==> src/rtl/i2c_regslave_pkg.sv <==
package i2c_regslave_pkg;

   // bus-side protocol phases of the slave
   typedef enum logic [2:0] {
      LK_IDLE,   // not addressed, waiting for START
      LK_ADDR,   // shifting in address + R/W
      LK_PTR,    // shifting in pointer byte
      LK_WR,     // shifting in data bytes
      LK_ACK,    // slave holds SDA low for the ninth clock
      LK_TX,     // shifting out a read byte
      LK_MACK    // ninth clock of a read, master acknowledges
   } link_st_e;

endpackage

==> src/rtl/i2c_regslave_sync.sv <==
module i2c_regslave_sync #(
   parameter int STAGES = 2
) (
   input  logic clk,
   input  logic rst_n,
   input  logic line_i,
   output logic level_o,
   output logic rise_o,
   output logic fall_o
);

   logic [STAGES-1:0] chain;
   logic              prev;

   // idle bus level is high, so reset the chain high
   always_ff @(posedge clk or negedge rst_n) begin
      if (!rst_n) begin
         chain <= '1;
         prev  <= 1'b1;
      end else begin
         chain <= {chain[STAGES-2:0], line_i};
         prev  <= chain[STAGES-1];
      end
   end

   assign level_o = chain[STAGES-1];
   assign rise_o  = chain[STAGES-1] & ~prev;
   assign fall_o  = ~chain[STAGES-1] & prev;

endmodule

==> src/rtl/i2c_regslave_link.sv <==
module i2c_regslave_link
   import i2c_regslave_pkg::*;
#(
   parameter logic [5:0] DEV_ADDR_HI = 6'b100100,
   parameter int         TMO_CYC     = 1250000
) (
   input  logic       clk,
   input  logic       rst_n,
   input  logic       scl_l,
   input  logic       scl_r,
   input  logic       scl_f,
   input  logic       sda_l,
   input  logic       sda_r,
   input  logic       sda_f,
   input  logic       addr_sel,
   input  logic [7:0] rd_byte,
   output logic       sda_oe_o,
   output logic       ptr_load_o,
   output logic       wr_go_o,
   output logic       rd_go_o,
   output logic [7:0] rx_byte_o
);

   localparam int CW = $clog2(TMO_CYC + 1);

   link_st_e   st, nxt;
   logic [3:0] bitcnt;
   logic [7:0] shreg, txreg;
   logic       ack_ok;
   logic [CW-1:0] tmo;

   logic start_c, stop_c, tmo_hit, any_edge, go, last_rx;
   logic [7:0] byte_now;

   assign start_c  = sda_f & scl_l;
   assign stop_c   = sda_r & scl_l;
   assign any_edge = scl_r | scl_f | sda_r | sda_f;
   assign tmo_hit  = (st != LK_IDLE) && (tmo == CW'(TMO_CYC - 1));
   assign go       = ~start_c & ~stop_c & ~tmo_hit;
   assign byte_now = {shreg[6:0], sda_l};
   assign last_rx  = scl_r && (bitcnt == 4'd7);

   assign rx_byte_o  = byte_now;
   assign ptr_load_o = go && (st == LK_PTR) && last_rx;
   assign wr_go_o    = go && (st == LK_WR)  && last_rx;
   assign rd_go_o    = go && scl_f &&
                       (((st == LK_ACK) && (nxt == LK_TX)) || (st == LK_MACK));

   always_ff @(posedge clk or negedge rst_n) begin
      if (!rst_n) begin
         st       <= LK_IDLE;
         nxt      <= LK_IDLE;
         bitcnt   <= '0;
         shreg    <= '0;
         txreg    <= '0;
         ack_ok   <= 1'b0;
         sda_oe_o <= 1'b0;
         tmo      <= '0;
      end else begin
         if ((st == LK_IDLE) || any_edge) tmo <= '0;
         else                             tmo <= tmo + 1'b1;

         if (start_c) begin
            st       <= LK_ADDR;
            bitcnt   <= '0;
            sda_oe_o <= 1'b0;
         end else if (stop_c || tmo_hit) begin
            st       <= LK_IDLE;
            sda_oe_o <= 1'b0;
         end else begin
            unique case (st)
               LK_ADDR, LK_PTR, LK_WR: begin
                  if (scl_r) begin
                     shreg  <= byte_now;
                     bitcnt <= bitcnt + 1'b1;
                     if (bitcnt == 4'd7) begin
                        if (st == LK_ADDR) begin
                           ack_ok <= (byte_now[7:1] == {DEV_ADDR_HI, addr_sel});
                           nxt    <= byte_now[0] ? LK_TX : LK_PTR;
                        end else begin
                           ack_ok <= 1'b1;
                           nxt    <= LK_WR;
                        end
                     end
                  end else if (scl_f && (bitcnt == 4'd8)) begin
                     if (ack_ok) begin
                        sda_oe_o <= 1'b1;
                        st       <= LK_ACK;
                     end else begin
                        st <= LK_IDLE;
                     end
                  end
               end
               LK_ACK: begin
                  if (scl_f) begin
                     bitcnt <= '0;
                     st     <= nxt;
                     if (nxt == LK_TX) begin
                        txreg    <= rd_byte;
                        sda_oe_o <= ~rd_byte[7];
                     end else begin
                        sda_oe_o <= 1'b0;
                     end
                  end
               end
               LK_TX: begin
                  if (scl_r) begin
                     bitcnt <= bitcnt + 1'b1;
                  end else if (scl_f) begin
                     if (bitcnt == 4'd8) begin
                        sda_oe_o <= 1'b0;
                        st       <= LK_MACK;
                     end else begin
                        txreg    <= txreg << 1;
                        sda_oe_o <= ~txreg[6];
                     end
                  end
               end
               LK_MACK: begin
                  if (scl_r && sda_l) begin
                     st <= LK_IDLE;
                  end else if (scl_f) begin
                     txreg    <= rd_byte;
                     sda_oe_o <= ~rd_byte[7];
                     bitcnt   <= '0;
                     st       <= LK_TX;
                  end
               end
               default: ;
            endcase
         end
      end
   end

endmodule

==> src/rtl/i2c_regslave_ptr.sv <==
module i2c_regslave_ptr #(
   parameter int         RA_W     = 5,
   parameter logic [6:0] LAST_REG = 7'h16,
   parameter logic [7:0] RST_KEY  = 8'hAA,
   parameter logic [6:0] ID_HI    = 7'b0001100
) (
   input  logic            clk,
   input  logic            rst_n,
   input  logic            addr_sel,
   input  logic            ptr_load,
   input  logic            wr_go,
   input  logic            rd_go,
   input  logic [7:0]      rx_byte,
   output logic [7:0]      rd_byte_o,
   output logic            reg_wr_o,
   output logic            reg_rd_o,
   output logic [RA_W-1:0] reg_addr_o,
   output logic [7:0]      reg_wdata_o,
   input  logic [7:0]      reg_rdata_i,
   output logic            soft_rst_o
);

   logic [6:0] ptr, ptr_nxt;
   logic       inc;
   logic       is_reg, is_id, key_hit;

   assign is_reg  = ptr < LAST_REG;
   assign is_id   = ptr == LAST_REG;
   assign key_hit = wr_go && is_id && (rx_byte == RST_KEY);
   assign ptr_nxt = (ptr >= LAST_REG) ? 7'd0 : ptr + 7'd1;

   always_ff @(posedge clk or negedge rst_n) begin
      if (!rst_n) begin
         ptr <= '0;
         inc <= 1'b0;
      end else if (ptr_load) begin
         inc <= rx_byte[7];
         ptr <= rx_byte[6:0];
      end else if (key_hit) begin
         inc <= 1'b0;
         ptr <= '0;
      end else if ((wr_go || rd_go) && inc) begin
         ptr <= ptr_nxt;
      end
   end

   assign rd_byte_o   = is_id  ? {ID_HI, addr_sel} :
                        is_reg ? reg_rdata_i : 8'h00;
   assign reg_wr_o    = wr_go && is_reg;
   assign reg_rd_o    = rd_go && is_reg;
   assign reg_addr_o  = ptr[RA_W-1:0];
   assign reg_wdata_o = rx_byte;
   assign soft_rst_o  = key_hit;

endmodule

==> src/rtl/i2c_regslave.sv <==
module i2c_regslave #(
   parameter logic [5:0] DEV_ADDR_HI = 6'b100100,
   parameter int         SYNC_STAGES = 2,
   parameter int         TMO_CYC     = 1250000,
   parameter int         RA_W        = 5,
   parameter logic [6:0] LAST_REG    = 7'h16,
   parameter logic [7:0] RST_KEY     = 8'hAA,
   parameter logic [6:0] ID_HI       = 7'b0001100
) (
   input  logic            clk,
   input  logic            rst_n,
   input  logic            scl_i,
   input  logic            sda_i,
   input  logic            addr_sel_i,
   output logic            sda_oe_o,
   output logic            reg_wr_o,
   output logic            reg_rd_o,
   output logic [RA_W-1:0] reg_addr_o,
   output logic [7:0]      reg_wdata_o,
   input  logic [7:0]      reg_rdata_i,
   output logic            soft_rst_o
);

   localparam int NLINES = 2;   // index 0 = SCL, 1 = SDA

   if (SYNC_STAGES < 2) begin : g_bad_sync
      $error("SYNC_STAGES must be at least 2");
   end
   if (TMO_CYC < 64) begin : g_bad_tmo
      $error("TMO_CYC too small for any bus rate");
   end
   if (int'(LAST_REG) >= (1 << RA_W)) begin : g_bad_ra
      $error("RA_W too narrow for LAST_REG");
   end

   logic [NLINES-1:0] raw, lvl, rs, fl;
   assign raw = {sda_i, scl_i};

   for (genvar g = 0; g < NLINES; g++) begin : g_line
      i2c_regslave_sync #(.STAGES(SYNC_STAGES)) u_sync (
         .clk     (clk),
         .rst_n   (rst_n),
         .line_i  (raw[g]),
         .level_o (lvl[g]),
         .rise_o  (rs[g]),
         .fall_o  (fl[g])
      );
   end

   logic       ptr_load, wr_go, rd_go;
   logic [7:0] rx_byte, rd_byte;

   i2c_regslave_link #(
      .DEV_ADDR_HI (DEV_ADDR_HI),
      .TMO_CYC     (TMO_CYC)
   ) u_link (
      .clk        (clk),
      .rst_n      (rst_n),
      .scl_l      (lvl[0]),
      .scl_r      (rs[0]),
      .scl_f      (fl[0]),
      .sda_l      (lvl[1]),
      .sda_r      (rs[1]),
      .sda_f      (fl[1]),
      .addr_sel   (addr_sel_i),
      .rd_byte    (rd_byte),
      .sda_oe_o   (sda_oe_o),
      .ptr_load_o (ptr_load),
      .wr_go_o    (wr_go),
      .rd_go_o    (rd_go),
      .rx_byte_o  (rx_byte)
   );

   i2c_regslave_ptr #(
      .RA_W     (RA_W),
      .LAST_REG (LAST_REG),
      .RST_KEY  (RST_KEY),
      .ID_HI    (ID_HI)
   ) u_ptr (
      .clk         (clk),
      .rst_n       (rst_n),
      .addr_sel    (addr_sel_i),
      .ptr_load    (ptr_load),
      .wr_go       (wr_go),
      .rd_go       (rd_go),
      .rx_byte     (rx_byte),
      .rd_byte_o   (rd_byte),
      .reg_wr_o    (reg_wr_o),
      .reg_rd_o    (reg_rd_o),
      .reg_addr_o  (reg_addr_o),
      .reg_wdata_o (reg_wdata_o),
      .reg_rdata_i (reg_rdata_i),
      .soft_rst_o  (soft_rst_o)
   );

endmodule

==> config.mk <==
export PLATFORM = sky130hd
export DESIGN_NAME = i2c_regslave
export DESIGN_NICKNAME = d
export VERILOG_FILES = /design/src/rtl/i2c_regslave_pkg.sv /design/src/rtl/i2c_regslave_sync.sv /design/src/rtl/i2c_regslave_link.sv /design/src/rtl/i2c_regslave_ptr.sv /design/src/rtl/i2c_regslave.sv
export SDC_FILE = /design/constraint.sdc
export NUM_CORES = 1
export LEC_CHECK = 0
export ABC_AREA = 1
export CAP_MARGIN = 40
export CORE_MARGIN = 2
export CORE_UTILIZATION = 63
export DETAILED_ROUTE_END_ITERATION = 16
export PLACE_DENSITY_LB_ADDON = 0.1
export SETUP_SLACK_MARGIN = 0.02
export SLEW_MARGIN = 20
export SYNTH_ARGS = -nofsm -noshare
export SYNTH_HDL_FRONTEND = slang
export SYNTH_SLANG_ARGS = --single-unit
export TNS_END_PERCENT = 1
==> constraint.sdc <==
create_clock -name clk -period 2.85 [get_ports clk]
set_input_delay 0.285 -clock clk [delete_from_list [all_inputs] [get_ports clk]]
set_output_delay 0.285 -clock clk [all_outputs]
set_load 0.05 [all_outputs]
==> run_results.csv, run 1 <==
group,metric,value,unit
power,p_comb_share,31.9,%
worst_setup_path,arrival,2320,ps
routing,wl_per_cell,14.8,um
routing,detail_route.iter0.violations,259,
run,maxCapViolations,0,
synthesis,synth-seq-area-share,42.9,%
worst_hold_path,hold_path_startpoint,"scl_i",
worst_setup_path,rr_startpoint,"u_link.tmo[0]",
synthesis,syn-instance-count,474,
final_layout,layout_common_cells,"103 x nand2_1, 55 x inv_1, 55 x dfrtp_1, 53 x nor2_1, 38 x nand3_1",
power,leakagePower,1.94,nW
clocking,clkTransAtPathRegs,70,ps
global_routing,grt_pass1_vias,3163,
timing,post-route-period-util,91.5,%
clocking,root_buffer,"clkbuf_8",
timing,slew_viol_final,0,
power,swShare,38.4,%
timing,fin_crit,2610,ps
floorplan,die_h,79.3,um
clocking,worstSkewPairLatency,350,ps
floorplan,dieWidth,79.3,um
worst_setup_path,worstSetupPathType,"flop to output port",
final_layout,fillers,421,
final_layout,seq_area,1530,um2
synthesis,mappedNetlistArea,3570,um2
power,clockPowerShare,29.6,%
final_layout,final_common_cell,"nand2_1",
final_layout,syn_to_final_growth,15.3,%
routing,vias,3314,
placement,gp_congestion,0.952,
synthesis,synth_flop_cell,"dfrtp_1",
floorplan,ios,30,
placement,port_buffers,29,
final_layout,drive_gt1_share,11.2,%
synthesis,synth.yosys.warnings,0,
clocking,cts_max_level,3,
floorplan,start_util,64.9,%
placement,hpwlAfterDp,6.57,mm
synthesis,synth_edf_count,0,
power,finalPower,2.91,mW
clocking,cts_made_buffers,9,
worst_setup_path,crit_required,2570,ps
clocking,clk_path_buf_depth,2,
floorplan,dieArea,6290,um2
global_routing,track_usage,30.4,%
clocking,post-cts-setup-buffer-count,0,
timing,rsz0062_at_grt,"no",
power,power_density,706,nW/um2
timing,finClkSkew,7.45,ps
routing,drc,0,
routing,first_pass_iters,5,
outcome,status,"completed",
worst_setup_path,cp-start-kind,"flop",
timing,tightest_slew,698,ps
worst_setup_path,endpoint_kind,"output port",
power,ir_drop,565,uV
routing,routed_wl,8.60,mm
worst_setup_path,crit_fanout,5,
power,power_switching,1.12,mW
final_layout,insertedDiodeCount,0,
clocking,cts_tree,"built",
timing,slew_headroom,53.4,%
routing,viasPerCell,5.69,
timing,hold_viol_final,0,
global_routing,antenna_found_initial,0,
worst_hold_path,hp-class,"input pin to flop",
final_layout,layout.nets,525,
synthesis,synth_nets,494,
routing,antenna_left,0,
synthesis,synth.distinct_cells,41,
power,intPower,1.79,mW
final_layout,multiInputGateArea,1720,um2
timing,setup_violations,0,
global_routing,grt_pass1_wl,14.8,mm
floorplan,rows,27,
timing,max_freq,0.384,GHz
timing,tns,0,ps
clocking,cts.sinks,61,
worst_setup_path,crit_start,"u_link.tmo[0]",
floorplan,core-area,5510,um2
synthesis,async_flop_share,100,%
global_routing,grt_start_max_net_pins,34,
synthesis,yosys_register_bits,61,
global_routing,grt-ovfl-total,0,
power,seqPwrFrac,38.5,%
synthesis,synth.avg_cell_area,7.54,um2
timing repair:
item / CTS / global route
hold buffers: 1 / 0
endpoints found under the setup margin: 2 / 0
gates resized for setup: 2 / 0
endpoints found under the hold margin: 28 / 0
worst max-delay path: stages (launching register included):
cell           delay (ps)
dfrtp_1               420
ha_1                  250
nand3_1               170
inv_2                  60
nand2_1               100
nor2_4                 60
nand2_2                90
nand3_1               170
nor2_1                120
dlygate4sd2_1         530
final timing paths:
path / to / slack, ps / cells past startpoint
min: g_line[0].u_sync.chain[0] / 340 / 1
max reg2reg: u_link.nxt[1] / 490 / 10
min reg2reg: g_line[1].u_sync.chain[1] / 350 / 0
min in group asynchronous: u_link.tmo[14] / 510 / 2
max in group asynchronous: g_line[0].u_sync.chain[0] / 1660 / 3
max: reg_wr_o / 240 / 9
final cells by class:
cell class	count	area share [%]
clock buffer	9	3.01
clock inverter	7	2.40
inverter	62	5.65
multi-input combinational	339	41.8
sequential	61	37.2
tap	72	2.19
timing repair buffer	32	7.72
state kept, by name (all words and copies together) (netlist names):
signal and flops:
g_line.u_sync.chain 4, g_line.u_sync.prev 2, u_link.ack_ok 1, u_link.bitcnt 4, u_link.nxt 3, u_link.sda_oe_o 1, u_link.shreg 7, u_link.st 3
u_link.tmo 21, u_link.txreg 7, u_ptr.inc 1, u_ptr.ptr 7
power by group through the flow:
stage	Clock (mW)	Combinational (mW)	Sequential [mW]
CTS	0.881	0.929	1.12
global route	0.908	1.04	1.14
finish	0.862	0.928	1.12
floorplan	0	0.547	1.22
global placement	0	0.918	1.13
detailed placement	0	0.923	1.13
logic make-up after synthesis:
family	Yosys count	synth area share [%]
buf+inv	74	8.89
flops	61	42.9
xor+xnor	7	1.72
compound gates	81	12.9
simple gates	244	31.1
fa+ha+maj	7	2.45
cells in the mapped netlist (4+ instances only):
library cell	count	area share, %
nand2_1	103	11
dfrtp_1	55	39
inv_1	55	5.8
nor2_1	53	5.6
nand3_1	38	5.3
o21ai_0	36	5.0
a21oi_1	20	2.8
o21ai_1	13	1.8
nand4_1	12	2.1
nor3_1	12	1.7
buf_4	8	1.7
ha_1	7	2.5
inv_2	7	0.74
dfstp_2	6	4.4
nand2_2	5	0.88
xnor2_1	5	1.2
nor2_2	4	0.70
routing by layer:
layer	vias up	global-route usage [%]	routed length, um
met5	-	0	0
met4	0	10.3	142
met2	123	45.3	3790
met1	1562	43.3	4070
li1	1611	-	-
met3	18	7.95	586
through the flow:
stage               area (um2)  instances  hold WS, ps  utilization, %  setup WS, ps
floorplan                 3570        474        -10.6               -           347
global placement          3890        565          347            70.6           380
detailed placement        3890        565          347            70.6           338
CTS                       4120        582          326            74.8           235
global route              4120        582          341            74.8           108
finish                    4120        582          339            74.8           243
Note: power is estimated with default switching activity, not from simulation.
==> inputs of run 2 (changes only) <==
- CORE_UTILIZATION: 63 -> 53
- clock period: 2.85 -> 2.1 ns (I/O delays scaled with it)
==> run_results.csv, run 2 (synthesized netlist as in run 1, its figures left out) <==
group,metric,value,unit
outcome,status,"completed",
timing,post-route-period-util,99.0,%
power,ir_drop,870,uV
worst_setup_path,crit_start,"u_link.bitcnt[1]",
final_layout,drive_gt1_share,16.7,%
global_routing,track_usage,24.7,%
final_layout,finish.utilization,67.3,%
global_routing,antenna_found_initial,0,
placement,dpl_cell_area,3960,um2
timing,setup_slack,21.4,ps
final_layout,stdcell_count,597,
timing,tightest_slew,525,ps
placement,port_buffers,29,
worst_setup_path,crit_required,1890,ps
worst_setup_path,worstSetupPathType,"flop to output port",
global_routing,grt_pass1_vias,3038,
timing,tns,0,ps
power,power_density,905,nW/um2
timing,slew_headroom,64.6,%
floorplan,core-area,6420,um2
floorplan,ios,30,
clocking,cts_tree,"built",
routing,vias,3306,
routing,detail_route.iter0.violations,224,
clocking,worstSkewPairLatency,350,ps
clocking,cts_max_level,3,
timing,hold-worst-slack,273,ps
timing,fin_crit,2080,ps
worst_setup_path,arrival,1870,ps
routing,drc,0,
routing,dr_wl_met2,3.59,mm
worst_setup_path,reg2reg_slack,210,ps
final_layout,fillers,568,
clocking,clk_path_buf_depth,2,
timing,hold_viol_final,0,
placement,gp_congestion,0.975,
worst_hold_path,hp-class,"input pin to flop",
run,maxCapViolations,0,
timing,rsz0062_at_grt,"yes",
timing,finClkSkew,14.4,ps
routing,wl_met1,4.25,mm
timing,slew_viol_final,0,
final_layout,final_area,4320,um2
clocking,clkTransAtPathRegs,60,ps
routing,antenna_left,0,
final_layout,syn_to_final_growth,21.0,%
worst_setup_path,crit_fanout,3,
routing,dr_wl_met3,562,um
worst_setup_path,cp-start-kind,"flop",
timing,setup_violations,0,
final_layout,layout_common_cells,"101 x nand2_1, 53 x inv_1, 53 x dfrtp_1, 48 x nor2_1, 36 x o21ai_0",
worst_setup_path,rr_startpoint,"g_line[0].u_sync.chain[1]",
final_layout,largest_reg_flops,21,
final_layout,insertedDiodeCount,0,
routing,routed_wl,8.53,mm
placement,dp.cells,575,
routing,first_pass_iters,6,
clocking,root_buffer,"clkbuf_8",
final_layout,seq_area,1540,um2
power,finalPower,3.91,mW
routing,viasPerCell,5.54,
routing,wl_per_cell,14.3,um
floorplan,die_h,86.1,um
global_routing,grt_start_max_net_pins,23,
placement,dp_slack,163,ps
floorplan,rows,29,
timing,max_freq,0.481,GHz
floorplan,start_util,55.6,%
clocking,cts.sinks,61,
final_layout,multiInputGateArea,1840,um2
routing,highest_layer,"met4",
worst_setup_path,endpoint_kind,"output port",
final_layout,largest-register,"u_link.tmo",
worst_hold_path,hold_path_startpoint,"scl_i",
floorplan,dieWidth,86.1,um
clocking,cts_made_buffers,9,
global_routing,grt-ovfl-total,0,
floorplan,dieArea,7410,um2
final_layout,final_common_cell,"nand2_1",
power,leakagePower,2.00,nW
final_layout,layout.nets,535,
placement,hpwlAfterDp,6.26,mm
global_routing,grt_pass1_wl,14.2,mm
==> run 2: critical path, stage by stage, from the launching register on <==
cell and delay (ps):
dfrtp_1 350, ha_2 200, nand2_2 80, nor2_4 120, nand4_1 140, nor2_2 170, nand3_4 120, nor3_4 180
buf_12 160
==> run 2: power by group <==
group | switching, mW | total [mW] | internal [mW]
combinational | 0.881 | 1.33 | 0.451
clock | 0.449 | 1.06 | 0.613
sequential | 0.161 | 1.52 | 1.36
total | 1.49 | 3.91 | 2.42
==> run 2: final cells by class <==
type                    instances  area share [%]
inverters                      62            5.38
clock buffers                  14            3.76
clock inverters                 2           0.810
repair buffers                 42            9.61
multi-input cells             339            42.7
flip-flops and latches         61            35.5
well taps                      77            2.23
==> run 2: what timing repair did <==
item | 4_1_cts | 5_1_grt
pin swaps | 4 | 7
endpoints found under the hold margin | 17 | 0
setup buffers | 5 | 0
resized for setup | 15 | 14
hold buffers | 1 | 0
cloned | 0 | 0
setup endpoints to repair | 3 | 6
==> run 2: metal layers <==
metal	track usage, %	up-vias
met5	0	-
met4	9.52	0
met3	5.87	19
met2	33.7	117
met1	37.6	1545
li1	-	1625
==> run 2: final timing paths <==
path / end / depth (start not counted)
worst min register to register: g_line[0].u_sync.chain[1] / 0
min in group asynchronous: u_link.tmo[16] / 2
max in group asynchronous: g_line[0].u_sync.prev / 3
worst min-delay path: g_line[0].u_sync.chain[0] / 1
worst max register to register: u_link.st[1] / 10
worst max-delay path: soft_rst_o / 8
==> inputs of run 3 (changes only) <==
- CTS_CLUSTER_DIAMETER: not set -> 80
- GPL_TIMING_DRIVEN: not set -> 1
==> results of run 3 <==
Final layout, timing and power as in run 2 (identical DEF).
